==> src/rtl/sfr_pkg.sv <==
package sfr_pkg;

  localparam int unsigned WORD_W   = 9;
  localparam int unsigned MIN_BITS = 5;
  localparam int unsigned CNT_W    = 4;

  typedef enum logic [2:0] {
    S_IDLE,
    S_START,
    S_DATA,
    S_PARITY,
    S_STOP
  } rx_state_t;

  // Bring a requested data-bit count into the legal 5..9 range.
  function automatic logic [CNT_W-1:0] eff_bits(input logic [CNT_W-1:0] req);
    if (req < CNT_W'(MIN_BITS))     return CNT_W'(MIN_BITS);
    else if (req > CNT_W'(WORD_W))  return CNT_W'(WORD_W);
    else                            return req;
  endfunction

  // The shifter fills from the top; move the n received bits down to bit 0.
  function automatic logic [WORD_W-1:0] align_word(input logic [WORD_W-1:0] sr,
                                                   input logic [CNT_W-1:0]  n);
    return sr >> (CNT_W'(WORD_W) - n);
  endfunction

  // 1 when data plus parity bit have the wrong number of ones.
  function automatic logic parity_bad(input logic [WORD_W-1:0] word,
                                      input logic              pbit,
                                      input logic              odd);
    return (^word) ^ pbit ^ odd;
  endfunction

endpackage

==> src/rtl/sfr_sync.sv <==
module sfr_sync #(
  parameter int unsigned STAGES  = 2,
  parameter logic        RST_VAL = 1'b0
) (
  input  logic clk,
  input  logic rst_n,
  input  logic d,
  output logic q
);
  logic [STAGES-1:0] chain;

  always_ff @(posedge clk or negedge rst_n) begin
    if (!rst_n) chain <= {STAGES{RST_VAL}};
    else        chain <= {chain[STAGES-2:0], d};
  end

  assign q = chain[STAGES-1];
endmodule

==> src/rtl/sfr_bit_timer.sv <==
module sfr_bit_timer #(
  parameter int unsigned OVERSAMPLE = 16
) (
  input  logic clk,
  input  logic rst_n,
  input  logic clocked,
  input  logic sample_rise,
  input  logic tick,
  input  logic ext_clk_s,
  input  logic line_s,
  input  logic hunting,
  input  logic in_start,
  output logic start_seen,
  output logic start_ok,
  output logic start_bad,
  output logic bit_stb
);
  localparam int unsigned CW = $clog2(OVERSAMPLE);
  localparam logic [CW-1:0] MID  = CW'(OVERSAMPLE/2 - 1);
  localparam logic [CW-1:0] LAST = CW'(OVERSAMPLE - 1);

  logic [CW-1:0] cnt;
  logic          ext_prev;
  logic          sel_edge, at_mid, at_last;

  always_ff @(posedge clk or negedge rst_n) begin
    if (!rst_n) ext_prev <= 1'b0;
    else        ext_prev <= ext_clk_s;
  end

  assign sel_edge = sample_rise ? (ext_clk_s & ~ext_prev) : (~ext_clk_s & ext_prev);
  assign at_mid   = tick && (cnt == MID);
  assign at_last  = tick && (cnt == LAST);

  always_comb begin
    if (clocked) begin
      start_seen = 1'b0;
      start_ok   = hunting & sel_edge & ~line_s;
      start_bad  = 1'b0;
      bit_stb    = ~hunting & sel_edge;
    end else begin
      start_seen = hunting & tick & ~line_s;
      start_ok   = in_start & at_mid & ~line_s;
      start_bad  = in_start & at_mid & line_s;
      bit_stb    = ~hunting & ~in_start & at_last;
    end
  end

  always_ff @(posedge clk or negedge rst_n) begin
    if (!rst_n)                                 cnt <= '0;
    else if (start_seen || start_ok || start_bad) cnt <= '0;
    else if (at_last)                           cnt <= '0;
    else if (tick)                              cnt <= cnt + 1'b1;
  end
endmodule

==> src/rtl/sfr_frame_fsm.sv <==
module sfr_frame_fsm
  import sfr_pkg::*;
(
  input  logic              clk,
  input  logic              rst_n,
  input  logic [CNT_W-1:0]  cfg_data_bits,
  input  logic [1:0]        cfg_parity,
  input  logic              line_s,
  input  logic              start_seen,
  input  logic              start_ok,
  input  logic              start_bad,
  input  logic              bit_stb,
  output logic              hunting,
  output logic              in_start,
  output logic              stop_stb,
  output logic [WORD_W-1:0] word,
  output logic              valid,
  output logic              frame_err,
  output logic              parity_err
);
  rx_state_t         state;
  logic [WORD_W-1:0] sr;
  logic [CNT_W-1:0]  bitcnt;
  logic [CNT_W-1:0]  nbits;
  logic              pbit;
  logic              par_en;
  logic [WORD_W-1:0] got;

  assign nbits    = eff_bits(cfg_data_bits);
  assign par_en   = cfg_parity[1];
  assign hunting  = (state == S_IDLE);
  assign in_start = (state == S_START);
  assign stop_stb = (state == S_STOP) && bit_stb;
  assign got      = align_word(sr, nbits);

  always_ff @(posedge clk or negedge rst_n) begin
    if (!rst_n) begin
      state  <= S_IDLE;
      sr     <= '0;
      bitcnt <= '0;
      pbit   <= 1'b0;
    end else begin
      case (state)
        S_IDLE: begin
          if (start_ok) begin
            state  <= S_DATA;
            bitcnt <= '0;
          end else if (start_seen) begin
            state <= S_START;
          end
        end
        S_START: begin
          if (start_ok) begin
            state  <= S_DATA;
            bitcnt <= '0;
          end else if (start_bad) begin
            state <= S_IDLE;
          end
        end
        S_DATA: begin
          if (bit_stb) begin
            sr     <= {line_s, sr[WORD_W-1:1]};
            bitcnt <= bitcnt + 1'b1;
            if (bitcnt == nbits - 1'b1) state <= par_en ? S_PARITY : S_STOP;
          end
        end
        S_PARITY: begin
          if (bit_stb) begin
            pbit  <= line_s;
            state <= S_STOP;
          end
        end
        S_STOP: begin
          if (bit_stb) state <= S_IDLE;
        end
        default: state <= S_IDLE;
      endcase
    end
  end

  always_ff @(posedge clk or negedge rst_n) begin
    if (!rst_n) begin
      valid      <= 1'b0;
      word       <= '0;
      frame_err  <= 1'b0;
      parity_err <= 1'b0;
    end else begin
      valid <= stop_stb;
      if (stop_stb) begin
        word       <= got;
        frame_err  <= ~line_s;
        parity_err <= par_en & parity_bad(got, pbit, cfg_parity[0]);
      end
    end
  end
endmodule

==> src/rtl/serial_frame_rx.sv <==
module serial_frame_rx
  import sfr_pkg::*;
#(
  parameter int unsigned OVERSAMPLE  = 16,
  parameter int unsigned SYNC_STAGES = 2
) (
  input  logic              clk,
  input  logic              rst_n,
  input  logic [CNT_W-1:0]  cfg_data_bits,
  input  logic [1:0]        cfg_parity,
  input  logic              cfg_clocked,
  input  logic              cfg_sample_rise,
  input  logic              sample_tick,
  input  logic              ext_clk,
  input  logic              rx_line,
  output logic [WORD_W-1:0] rx_word,
  output logic              rx_valid,
  output logic              rx_frame_err,
  output logic              rx_parity_err
);
  logic line_s, ext_clk_s;
  logic hunting, in_start;
  logic start_seen, start_ok, start_bad, bit_stb;
  logic stop_stb;

  sfr_sync #(.STAGES(SYNC_STAGES), .RST_VAL(1'b1)) u_sync_line (
    .clk(clk), .rst_n(rst_n), .d(rx_line), .q(line_s)
  );

  sfr_sync #(.STAGES(SYNC_STAGES), .RST_VAL(1'b0)) u_sync_xclk (
    .clk(clk), .rst_n(rst_n), .d(ext_clk), .q(ext_clk_s)
  );

  sfr_bit_timer #(.OVERSAMPLE(OVERSAMPLE)) u_timer (
    .clk(clk), .rst_n(rst_n),
    .clocked(cfg_clocked), .sample_rise(cfg_sample_rise),
    .tick(sample_tick), .ext_clk_s(ext_clk_s), .line_s(line_s),
    .hunting(hunting), .in_start(in_start),
    .start_seen(start_seen), .start_ok(start_ok),
    .start_bad(start_bad), .bit_stb(bit_stb)
  );

  sfr_frame_fsm u_fsm (
    .clk(clk), .rst_n(rst_n),
    .cfg_data_bits(cfg_data_bits), .cfg_parity(cfg_parity),
    .line_s(line_s),
    .start_seen(start_seen), .start_ok(start_ok),
    .start_bad(start_bad), .bit_stb(bit_stb),
    .hunting(hunting), .in_start(in_start), .stop_stb(stop_stb),
    .word(rx_word), .valid(rx_valid),
    .frame_err(rx_frame_err), .parity_err(rx_parity_err)
  );
endmodule

==> config.mk <==
export PLATFORM = sky130hd
export DESIGN_NAME = serial_frame_rx
export DESIGN_NICKNAME = d
export VERILOG_FILES = /design/src/rtl/sfr_pkg.sv /design/src/rtl/sfr_sync.sv /design/src/rtl/sfr_bit_timer.sv /design/src/rtl/sfr_frame_fsm.sv /design/src/rtl/serial_frame_rx.sv
export SDC_FILE = /design/constraint.sdc
export NUM_CORES = 1
export LEC_CHECK = 0
export BUFFER_PORTS_ARGS = -buffer_cell sky130_fd_sc_hd__buf_2
export CAP_MARGIN = 20
export CELL_PAD_IN_SITES_DETAIL_PLACEMENT = 1
export CELL_PAD_IN_SITES_GLOBAL_PLACEMENT = 2
export CORE_MARGIN = 2
export CORE_UTILIZATION = 38
export DETAILED_ROUTE_END_ITERATION = 10
export PLACE_DENSITY_LB_ADDON = 0.1
export SLEW_MARGIN = 0
export SYNTH_ARGS = -nofsm -noshare
export SYNTH_HDL_FRONTEND = slang
export SYNTH_HIERARCHICAL = 1
export SYNTH_SLANG_ARGS = --single-unit
==> constraint.sdc <==
create_clock -name clk -period 2.9 [get_ports clk]
set_input_delay 0.87 -clock clk [delete_from_list [all_inputs] [get_ports clk]]
set_output_delay 0.87 -clock clk [all_outputs]
set_load 0.1 [all_outputs]
==> results of run 1 <==
## metal layers
| layer | vias up | global-route usage [%] | share of wire [%] |
|---|---|---|---|
| li1 | 1022 | - | - |
| met1 | 1026 | 25.8 | 47 |
| met2 | 30 | 32.4 | 49 |
| met3 | 6 | 2.65 | 2.5 |
| met4 | 0 | 4.40 | 1.1 |
| met5 | - | 0 | 0 |
## placed cells by master (no fill, tap or decap), drive strengths merged, types with 2 or more instances in the layout
cell type / Yosys / routed
buf: 4 / 62
dfrtp: 36 / 36
nand2: 30 / 30
o21ai: 19 / 19
mux2: 15 / 15
a21oi: 15 / 15
nor2: 10 / 10
nand3: 10 / 10
inv: 9 / 9
xnor2: 8 / 8
nor3: 7 / 7
clkbuf: 7 / 6
mux2i: 6 / 6
nand3b: 5 / 5
nor2b: 5 / 5
xor2: 5 / 5
a31oi: 5 / 5
ha: 5 / 5
o22ai: 4 / 4
a22oi: 4 / 4
a211oi: 3 / 3
o31ai: 3 / 3
nand2b: 3 / 3
bufinv: 0 / 2
and2: 2 / 2
a22o: 2 / 2
a21boi: 2 / 2
or3: 2 / 2
dfstp: 2 / 2
and3b: 2 / 2
or3b: 2 / 2
or4b: 2 / 2
## worst max-delay path by stage
stage                                  end  depth (start not counted)        startpoint  slack [ns]
after floorplan           u_fsm/parity_err                         13  cfg_data_bits[3]       -0.28
after global placement    u_fsm/parity_err                         10  cfg_data_bits[0]       -0.28
after detailed placement  u_fsm/parity_err                         10  cfg_data_bits[0]       -0.33
after CTS                 u_fsm/parity_err                         10  cfg_data_bits[0]       0.006
after global routing      u_fsm/parity_err                         11  cfg_data_bits[0]       -0.12
final                     u_fsm/parity_err                         10  cfg_data_bits[0]       0.004
## report_power, final
group	internal, uW	switching [uW]	total [uW]	leakage [uW]
registers	600	107	707	0.000508
clock network	367	194	561	0.0000714
logic	256	343	599	0.000837
total	1220	644	1870	0.00142
## area by class of cell
cell class | count | area [um2]
clock buffer | 6 | 82.6
clock inverter | 2 | 60.1
fill | 726 | 3130
inverter | 9 | 33.8
multi-input combinational | 192 | 1510
sequential | 38 | 953
tap | 77 | 96.3
timing repair buffer | 62 | 405
## metrics by stage
step | power, uW | setup TNS (ns)
2_1_floorplan | 1100 | -0.309
3_3_place_gp | 1260 | -0.645
3_5_place_dp | 1270 | -0.816
4_1_cts | 1840 | 0
5_1_grt | 1980 | -0.150
6_report | 1870 | 0
## sequential cells by signal (all words and copies together) (netlist names)
signal,flops
u_fsm/sr,9
u_fsm/word,9
u_fsm/bitcnt,4
u_timer/cnt,4
u_fsm/state,3
u_sync_line/chain,2
u_sync_xclk/chain,2
u_fsm/frame_err,1
u_fsm/parity_err,1
u_fsm/pbit,1
u_fsm/valid,1
u_timer/ext_prev,1
## worst register-to-register path: stages (launching register included)
cell,delay (ns)
dfrtp_1,0.48
nor2_1,0.29
and2_1,0.20
inv_1,0.07
or4_4,0.53
o21bai_2,0.22
nand3b_1,0.16
nand3_2,0.14
nor4_4,0.15
a21o_1,0.12
## what timing repair did
action                     CTS  global route
resized for setup            1            12
hold endpoints to repair     0             0
hold buffers                 0             0
pin swaps                    0             4
setup endpoints to repair    1             3
## logic make-up (layout without fill, tap and decap cells)
logic type	count (synthesis)	count (layout)	share of synthesized area (%)
compound gates	66	66	20.5
xor+xnor	15	15	6.54
fa+ha+maj	5	5	2.56
buf+inv	20	79	3.27
flops	38	38	39.0
mux	21	21	9.36
simple gates	85	85	18.8
==> impl_metrics.py, run 1 <==
metrics = {
    "run_status": {
        "status": "completed",
    },
    "power": {
        "peakVddDrop_mv": 0.365,
        "leakage_uw": 0.00142,
        "powerDensity_nw_per_um2": 594,
    },
    "cells_and_area": {
        "layoutNonFillerInstCount": 386,
        "diodes": 0,
        "design_area_um2": 3150,
        "final_core_util_pct": 50.1,
        "area_delta_synth_final_pct": 28.5,
        "drive_gt1_share_pct": 40.8,
        "final_nets": 326,
    },
    "setup_path": {
        "cp_max_fo": 7,
        "reg2regPathDepth": 9,
        "cp-end-kind": "register",
        "crit_type": "primary input to register",
        "r2r_slack_ns": 0.49,
        "worstReg2RegEnd": "u_fsm/state[0]",
        "start_kind": "primary input",
        "cp_top_family": "compound AO/OA/AOI/OAI gates",
        "critPathSlowestCell": "or4b_4",
        "crit_required_ns": 3.10,
        "max_stage_delay_ns": 0.55,
        "reg2reg_from": "u_fsm/state[2]",
        "worstPathArrival_ns": 3.09,
        "path_cells": "buf_2 -> or4b_4 -> buf_4 -> o22ai_2 -> o21ai_2 -> a32o_1 -> a21oi_2 -> xnor3_1 -> xnor2_1 -> o31ai_2",
        "path_buf_inv": 2,
    },
    "sta": {
        "slew_viol_final": 0,
        "finalSetupViolations": 0,
        "period_needed_ns": 2.90,
        "finClkSkew_ns": 0.00895,
        "finalCritPeriodShare_pct": 99.9,
        "fin_ws_ns": 0.00400,
        "max_freq_mhz": 345,
        "hold_violations": 0,
        "max_slew_margin_pct": 44.6,
        "rsz0062_at_grt": "true",
        "tightestPinTransition_ns": 0.831,
        "hold_ws_ns": 0.354,
    },
    "synthesis": {
        "yosysTopAreaCell": "dfrtp_1",
        "seq_area_frac_synth_pct": 39.0,
        "syn_area_per_cell_um2": 9.79,
        "ys_warn_count": 6,
        "synth_most_common_cell": "dfrtp_1",
        "syn_area_um2": 2450,
        "synth_nets": 268,
        "ys_types": 59,
        "synth_top_area_share_pct": 36.8,
        "synthTopCellsByCount": "36 x dfrtp_1, 30 x nand2_1, 17 x o21ai_0, 15 x mux2_2, 12 x a21oi_1",
        "ys_ff_latch": 38,
        "syn_inst": 250,
        "synth_edf_count": 0,
        "yosys-top-cells-area": "dfrtp_1 37%, mux2_2 6.9%, nand2_1 4.6%",
        "synth_flop_cell": "dfrtp_1",
        "synthArstFlopShare_pct": 100,
    },
    "floorplan": {
        "dieArea_um2": 7100,
        "start_util_pct": 39.0,
        "std_cell_rows": 29,
        "io_pins": 25,
        "core_area_um2": 6280,
        "die_w_um": 84.3,
        "die_height_um": 84.3,
    },
    "route": {
        "routed_wl_mm": 6.38,
        "routedWlPerCell_um": 16.5,
        "via_count": 2084,
        "drt_iter0_markers": 41,
        "drc_errors": 0,
        "viasPerCell": 5.40,
        "ant_nets": 0,
        "drt_pass1_iterations": 4,
    },
    "clocking": {
        "cts_tree": "built",
        "clock_sinks": 38,
        "cts_root_buffer": "clkbuf_8",
        "insertion_delay_ns": 0.28,
        "htreeDepth": 2,
        "cts_made_buffers": 5,
        "cts_setup_buffers": 0,
        "path_clk_slew_ns": 0.08,
        "clock_path_buffers": 2,
    },
    "placed_design": {
        "place_inst": 378,
        "place_area_um2": 2930,
        "io_buffers": 24,
        "post-place-ws_ns": -0.334,
        "dpl.hpwl_mm": 4.90,
        "gp_congestion": 0.834,
    },
    "hold_path": {
        "hp-start": "u_sync_xclk/chain[0]",
        "min_to": "u_sync_xclk/chain[1]",
        "hold_path_class": "register to register",
        "whs_path_depth": 0,
    },
    "run": {
        "drv_cap": 0,
    },
    "global_route": {
        "grt_use_total_pct": 19.1,
        "grt_antenna_before_repair": 0,
        "grt_max_degree": 39,
        "grt_pass1_vias": 2230,
        "grt-ovfl-total": 0,
        "grt_pass1_wl_mm": 11.0,
    },
}
No activity file was read; power rests on OpenSTA's default activity.
==> run 2: changes to the inputs <==
--- a/config.mk
+++ b/config.mk
@@ -13,6 +13,7 @@
 export CORE_UTILIZATION = 38
 export DETAILED_ROUTE_END_ITERATION = 10
 export PLACE_DENSITY_LB_ADDON = 0.1
+export RECOVER_POWER = 50
 export SLEW_MARGIN = 0
 export SYNTH_ARGS = -nofsm -noshare
 export SYNTH_HDL_FRONTEND = slang
==> impl_metrics.py, run 2 (synthesis gave the netlist of run 1 again) <==
metrics = {
    "hold_path": {
        "hold_path_class": "register to register",
    },
    "sta": {
        "hold_violations": 0,
        "rsz0062_at_grt": "true",
        "finalCritPeriodShare_pct": 99.9,
        "max_freq_mhz": 345,
        "slew_viol_final": 39,
        "tightestPinTransition_ns": 2.00,
        "finalSetupViolations": 0,
        "period_needed_ns": 2.90,
        "fin_setup_tns_ns": 0,
        "finClkSkew_ns": 0.00895,
        "max_slew_margin_pct": -33.0,
    },
    "clocking": {
        "cts_root_buffer": "clkbuf_8",
        "clock_path_buffers": 2,
        "clock_sinks": 38,
        "cts_made_buffers": 5,
        "insertion_delay_ns": 0.28,
        "htreeDepth": 2,
        "path_clk_slew_ns": 0.08,
        "cts_tree": "built",
    },
    "setup_path": {
        "cp_max_fo": 7,
        "crit_required_ns": 3.10,
        "crit_type": "primary input to register",
        "path_cells": "buf_2 -> or4b_4 -> buf_4 -> o22ai_2 -> o21ai_2 -> a32o_1 -> a21oi_2 -> xnor3_1 -> xnor2_1 -> o31ai_2",
        "worstPathArrival_ns": 3.09,
        "critPathSlowestCell": "or4b_4",
        "start_kind": "primary input",
        "cp-end-kind": "register",
        "max_stage_delay_ns": 0.55,
    },
    "power": {
        "switchingPower_uw": 644,
        "switching_share_pct": 34.5,
        "clkPwrFrac_pct": 30.0,
        "seq_power_share_pct": 37.9,
        "p_comb_share_pct": 32.1,
        "powerDensity_nw_per_um2": 594,
        "peakVddDrop_mv": 0.365,
        "leakage_uw": 0.00141,
        "p_int_uw": 1220,
    },
    "cells_and_area": {
        "regArea_um2": 953,
        "area_delta_synth_final_pct": 28.5,
        "n_fill_cell": 726,
        "final_common_cell": "buf_4",
        "multi_input_area_um2": 1510,
        "layout_common_cells": "38 x buf_4, 36 x dfrtp_1, 29 x nand2_1",
        "drive_gt1_share_pct": 40.5,
        "diodes": 0,
        "final_core_util_pct": 50.1,
        "largestRegisters": "u_fsm/sr: 9 flops, u_fsm/word: 9 flops",
        "final_nets": 326,
    },
    "floorplan": {
        "std_cell_rows": 29,
        "core_area_um2": 6280,
        "dieArea_um2": 7100,
        "io_pins": 25,
        "start_util_pct": 39.0,
        "die_w_um": 84.3,
        "die_height_um": 84.3,
    },
    "route": {
        "drt_pass1_iterations": 4,
        "drc_errors": 0,
        "routed_wl_mm": 6.38,
        "viasPerCell": 5.40,
        "ant_nets": 0,
        "drt_iter0_markers": 41,
        "routedWlPerCell_um": 16.5,
        "via_count": 2084,
    },
    "global_route": {
        "grt_pass1_wl_mm": 11.0,
        "grt_use_total_pct": 19.1,
        "grt_pass1_vias": 2230,
        "grt-ovfl-total": 0,
        "grt_antenna_before_repair": 0,
        "grt_max_degree": 39,
    },
    "run_status": {
        "violations": "capacitance limit, slew limit",
        "status": "finished with violations",
    },
    "run": {
        "drv_cap": 1,
    },
    "placed_design": {
        "gp_congestion": 0.834,
        "io_buffers": 24,
        "dpl.hpwl_mm": 4.90,
    },
}
## run 2: changes by cell type in the layout (fill, tap and decap cells not counted), sizes merged
cell	delta
clkbuf	+1
buf	-1
## run 2: power by group through the flow
stage | Clock, uW | Sequential (uW) | Combinational (uW)
finish | 561 | 708 | 598
detailed placement | 0 | 711 | 563
global placement | 0 | 707 | 550
global route | 595 | 724 | 662
CTS | 570 | 702 | 566
floorplan | 0 | 728 | 370
## run 2: what timing repair did
action / in CTS / in global routing
hold buffers: 0 / 0
setup endpoints to repair: 1 / 3
pin swaps: 0 / 4
gates resized for setup: 1 / 12
setup buffers: 0 / 0
## run 2: stage by stage
step / cell area [um2] / instances / hold slack [ns] / setup WS (ns) / power [uW]
after floorplan: 2490 / 250 / 0.331 / -0.281 / 1100
after global placement: 2930 / 378 / 0.337 / -0.281 / 1260
after detailed placement: 2930 / 378 / 0.337 / -0.334 / 1270
after CTS: 3080 / 386 / 0.356 / 0.00590 / 1840
after global routing: 3140 / 386 / 0.363 / -0.116 / 1980
final: 3140 / 386 / 0.354 / 0.00400 / 1870
## run 2: worst paths after layout
path,cells after the start,end,from,slack [ns]
worst max register to register,9,u_fsm/state[0],u_fsm/state[2],0.49
worst min register to register,0,u_sync_xclk/chain[1],u_sync_xclk/chain[0],0.35
min in group asynchronous,1,u_timer/cnt[1],rst_n,1.14
worst min-delay path,0,u_sync_xclk/chain[1],u_sync_xclk/chain[0],0.35
worst max-delay path,10,u_fsm/parity_err,cfg_data_bits[0],0.004
max in group asynchronous,1,u_fsm/sr[6],rst_n,0.61
## run 2: area by class of cell
cell class / instances / area share [%]
repair buffers: 62 / 12.9
clock buffers: 6 / 2.63
inverters: 9 / 1.07
well taps: 77 / 3.06
clock inverters: 2 / 1.91
multi-input cells: 192 / 48.1
flip-flops and latches: 38 / 30.3
## run 2: metal layers
layer  GRT usage [%]  share of wire (%)  up-vias
li1                -                  -     1022
met1            25.8                 47     1026
met2            32.4                 49       30
met3            2.65                2.5        6
met4            4.40                1.1        0
met5               0                  0        -
## run 2: worst max-delay path, delay by kind of cell
kind / cells / cell delay [ns]
AO/OA/AOI/OAI: 5 / 0.84
AND/OR/NAND/NOR: 1 / 0.55
XOR/XNOR: 2 / 0.55
buffers and inverters: 2 / 0.28
==> run 3: changes to the inputs <==
--- a/config.mk
+++ b/config.mk
@@ -10,12 +10,12 @@
 export CELL_PAD_IN_SITES_DETAIL_PLACEMENT = 1
 export CELL_PAD_IN_SITES_GLOBAL_PLACEMENT = 2
 export CORE_MARGIN = 2
-export CORE_UTILIZATION = 38
+export CORE_UTILIZATION = 37
 export DETAILED_ROUTE_END_ITERATION = 10
+export MAX_ROUTING_LAYER = met4
 export PLACE_DENSITY_LB_ADDON = 0.1
 export RECOVER_POWER = 50
 export SLEW_MARGIN = 0
 export SYNTH_ARGS = -nofsm -noshare
 export SYNTH_HDL_FRONTEND = slang
-export SYNTH_HIERARCHICAL = 1
 export SYNTH_SLANG_ARGS = --single-unit
==> impl_metrics.py, run 3 <==
metrics = {
    "route": {
        "viasPerCell": 5.29,
        "drt_pass1_iterations": 4,
        "met1_length_mm": 2.24,
        "drc_errors": 0,
        "routedWlPerCell_um": 16.1,
        "maxUsedRoutingLayer": "met4",
        "ant_nets": 0,
        "routed_wl_mm": 5.24,
        "via_count": 1720,
        "routed-wl-met2_mm": 2.77,
        "drt_iter0_markers": 59,
        "met3_wirelength_um": 145,
    },
    "synthesis": {
        "seq_area_frac_synth_pct": 44.0,
        "synth-simple-area-share_pct": 14.5,
        "synthXorXnorAreaFrac_pct": 7.46,
        "syn_area_um2": 2160,
        "yosysTopAreaCell": "dfrtp_1",
        "synth_flop_cell": "dfrtp_1",
        "synthArstFlopShare_pct": 100,
        "synth_top_area_share_pct": 41.6,
        "ys_types": 52,
        "synth_edf_count": 0,
        "ys_warn_count": 0,
        "yosys-top-cells-area": "dfrtp_1 42%, mux2_2 6.8%, mux2i_1 6.5%",
        "syn_inst": 209,
        "synth_most_common_cell": "dfrtp_1",
        "synth_compound_area_share_pct": 15.4,
        "muxShareOfSynthArea_pct": 13.8,
        "ys_ff_latch": 38,
        "synth_top_family_by_area": "compound AO/OA/AOI/OAI gates",
        "synth-adder-area-share_pct": 1.73,
        "synthTopCellsByCount": "36 x dfrtp_1, 19 x nand2_1, 19 x o21ai_0, 14 x mux2i_1",
        "synth_nets": 225,
        "syn_area_per_cell_um2": 10.4,
    },
    "power": {
        "power_uw": 2360,
        "p_int_uw": 1330,
        "powerDensity_nw_per_um2": 898,
        "clkPwrFrac_pct": 17.7,
        "switching_share_pct": 43.6,
        "p_comb_share_pct": 45.8,
        "leakage_uw": 0.00122,
        "switchingPower_uw": 1030,
        "peakVddDrop_mv": 0.399,
        "seq_power_share_pct": 36.6,
    },
    "global_route": {
        "grt_antenna_before_repair": 0,
        "grt_pass1_wl_mm": 8.91,
        "grt-ovfl-total": 0,
        "grt_pass1_vias": 1829,
        "grt_use_total_pct": 18.5,
        "grt_max_degree": 39,
    },
    "cells_and_area": {
        "layoutNonFillerInstCount": 325,
        "area_delta_synth_final_pct": 21.6,
        "final_common_cell": "dfrtp_1",
        "drive_gt1_share_pct": 31.6,
        "final_core_util_pct": 47.2,
        "design_area_um2": 2630,
        "final_nets": 268,
        "largestRegisters": "u_fsm.sr: 9 flops, u_fsm.word: 9 flops",
        "diodes": 0,
        "layout_common_cells": "36 x dfrtp_1, 23 x buf_4, 22 x buf_2",
    },
    "placed_design": {
        "place_area_um2": 2520,
        "io_buffers": 24,
        "dpl.hpwl_mm": 4.10,
        "place_inst": 317,
        "gp_congestion": 0.851,
    },
    "floorplan": {
        "std_cell_rows": 27,
        "io_pins": 25,
        "core_area_um2": 5570,
        "dieArea_um2": 6480,
        "start_util_pct": 38.8,
        "die_w_um": 80.5,
        "die_height_um": 80.5,
    },
    "clocking": {
        "clock_sinks": 38,
        "path_clk_slew_ns": 0.07,
        "clock_path_buffers": 2,
        "htreeDepth": 2,
        "cts_resized": 0,
        "insertion_delay_ns": 0.29,
        "cts_root_buffer": "clkbuf_8",
        "cts_made_buffers": 5,
        "cts_tree": "built",
        "hold_buffers": 0,
        "cts_setup_buffers": 0,
    },
    "sta": {
        "period_needed_ns": 2.74,
        "max_freq_mhz": 365,
        "hold_violations": 0,
        "max_slew_margin_pct": -36.1,
        "finClkSkew_ns": 0.00772,
        "finalCritPeriodShare_pct": 94.4,
        "hold_ws_ns": 0.360,
        "slew_viol_final": 39,
        "tightestPinTransition_ns": 2.04,
        "rsz0062_at_grt": "false",
        "finalSetupViolations": 0,
    },
    "setup_path": {
        "cp_max_fo": 4,
        "start_kind": "primary input",
        "crit_type": "primary input to register",
        "cp-end-kind": "register",
        "crit_required_ns": 3.09,
        "worstPathArrival_ns": 2.92,
    },
    "run_status": {
        "violations": "capacitance limit, slew limit",
        "status": "finished with violations",
    },
    "hold_path": {
        "hold_path_class": "register to register",
    },
    "run": {
        "drv_cap": 1,
    },
}
==> run 3: path summary, 6_finish.rpt <==
check	from	endpoint	slack (ns)	depth (start not counted)
setup reg to reg	u_timer.ext_prev	u_fsm.state[1]	0.85	8
hold reg to reg	u_sync_line.chain[0]	u_sync_line.chain[1]	0.36	0
min in group asynchronous	rst_n	u_fsm.valid	1.15	1
setup / recovery	cfg_data_bits[1]	u_fsm.state[0]	0.16	12
hold / removal	u_sync_line.chain[0]	u_sync_line.chain[1]	0.36	0
max in group asynchronous	rst_n	u_fsm.sr[0]	0.57	1
==> run 3: through the flow <==
stage	setup TNS, ns	setup slack, ns
2_1_floorplan	0	0.00378
3_3_place_gp	-0.177	-0.0622
6_report	0	0.164
3_5_place_dp	-0.475	-0.158
5_1_grt	0	0.0360
4_1_cts	0	0.147
==> run 3: cells by family (layout without fill, tap and decap cells) <==
kind of cell,count (synthesis),in the layout
simple gates,60,60
compound gates,48,48
flops,38,38
mux,28,28
xor+xnor,16,16
buf+inv,16,60
fa+ha+maj,3,3
==> run 3: layout make-up <==
type,count,area (um2)
tap,72,90.1
timing repair buffer,47,290
sequential,38,953
multi-input combinational,155,1170
clock buffer,8,110
fill,645,2940
inverter,5,21.3
==> run 3: critical path: stages <==
cell and delay (ns):
buf_2 0.12, and2_1 0.15, nor2b_4 0.17, inv_4 0.07, a21oi_4 0.19, ha_4 0.15, xnor2_1 0.07, nor3_1 0.14
a31oi_1 0.06, or3_1 0.32, a32o_2 0.31, o41ai_2 0.30
==> run 3: power groups by stage <==
stage          registers, uW  logic, uW  clock network, uW
3_3_place_gp             857       1060                  0
3_5_place_dp             872       1090                  0
5_1_grt                  891       1180                454
2_1_floorplan           1030        663                  0
6_report                 864       1080                418
4_1_cts                  861       1100                433
==> run 3: per-layer routing <==
layer	vias up	global-route usage, %
li1	841	-
met1	847	21.0
met2	24	32.5
met3	8	3.93
met4	0	6.27
met5	-	-
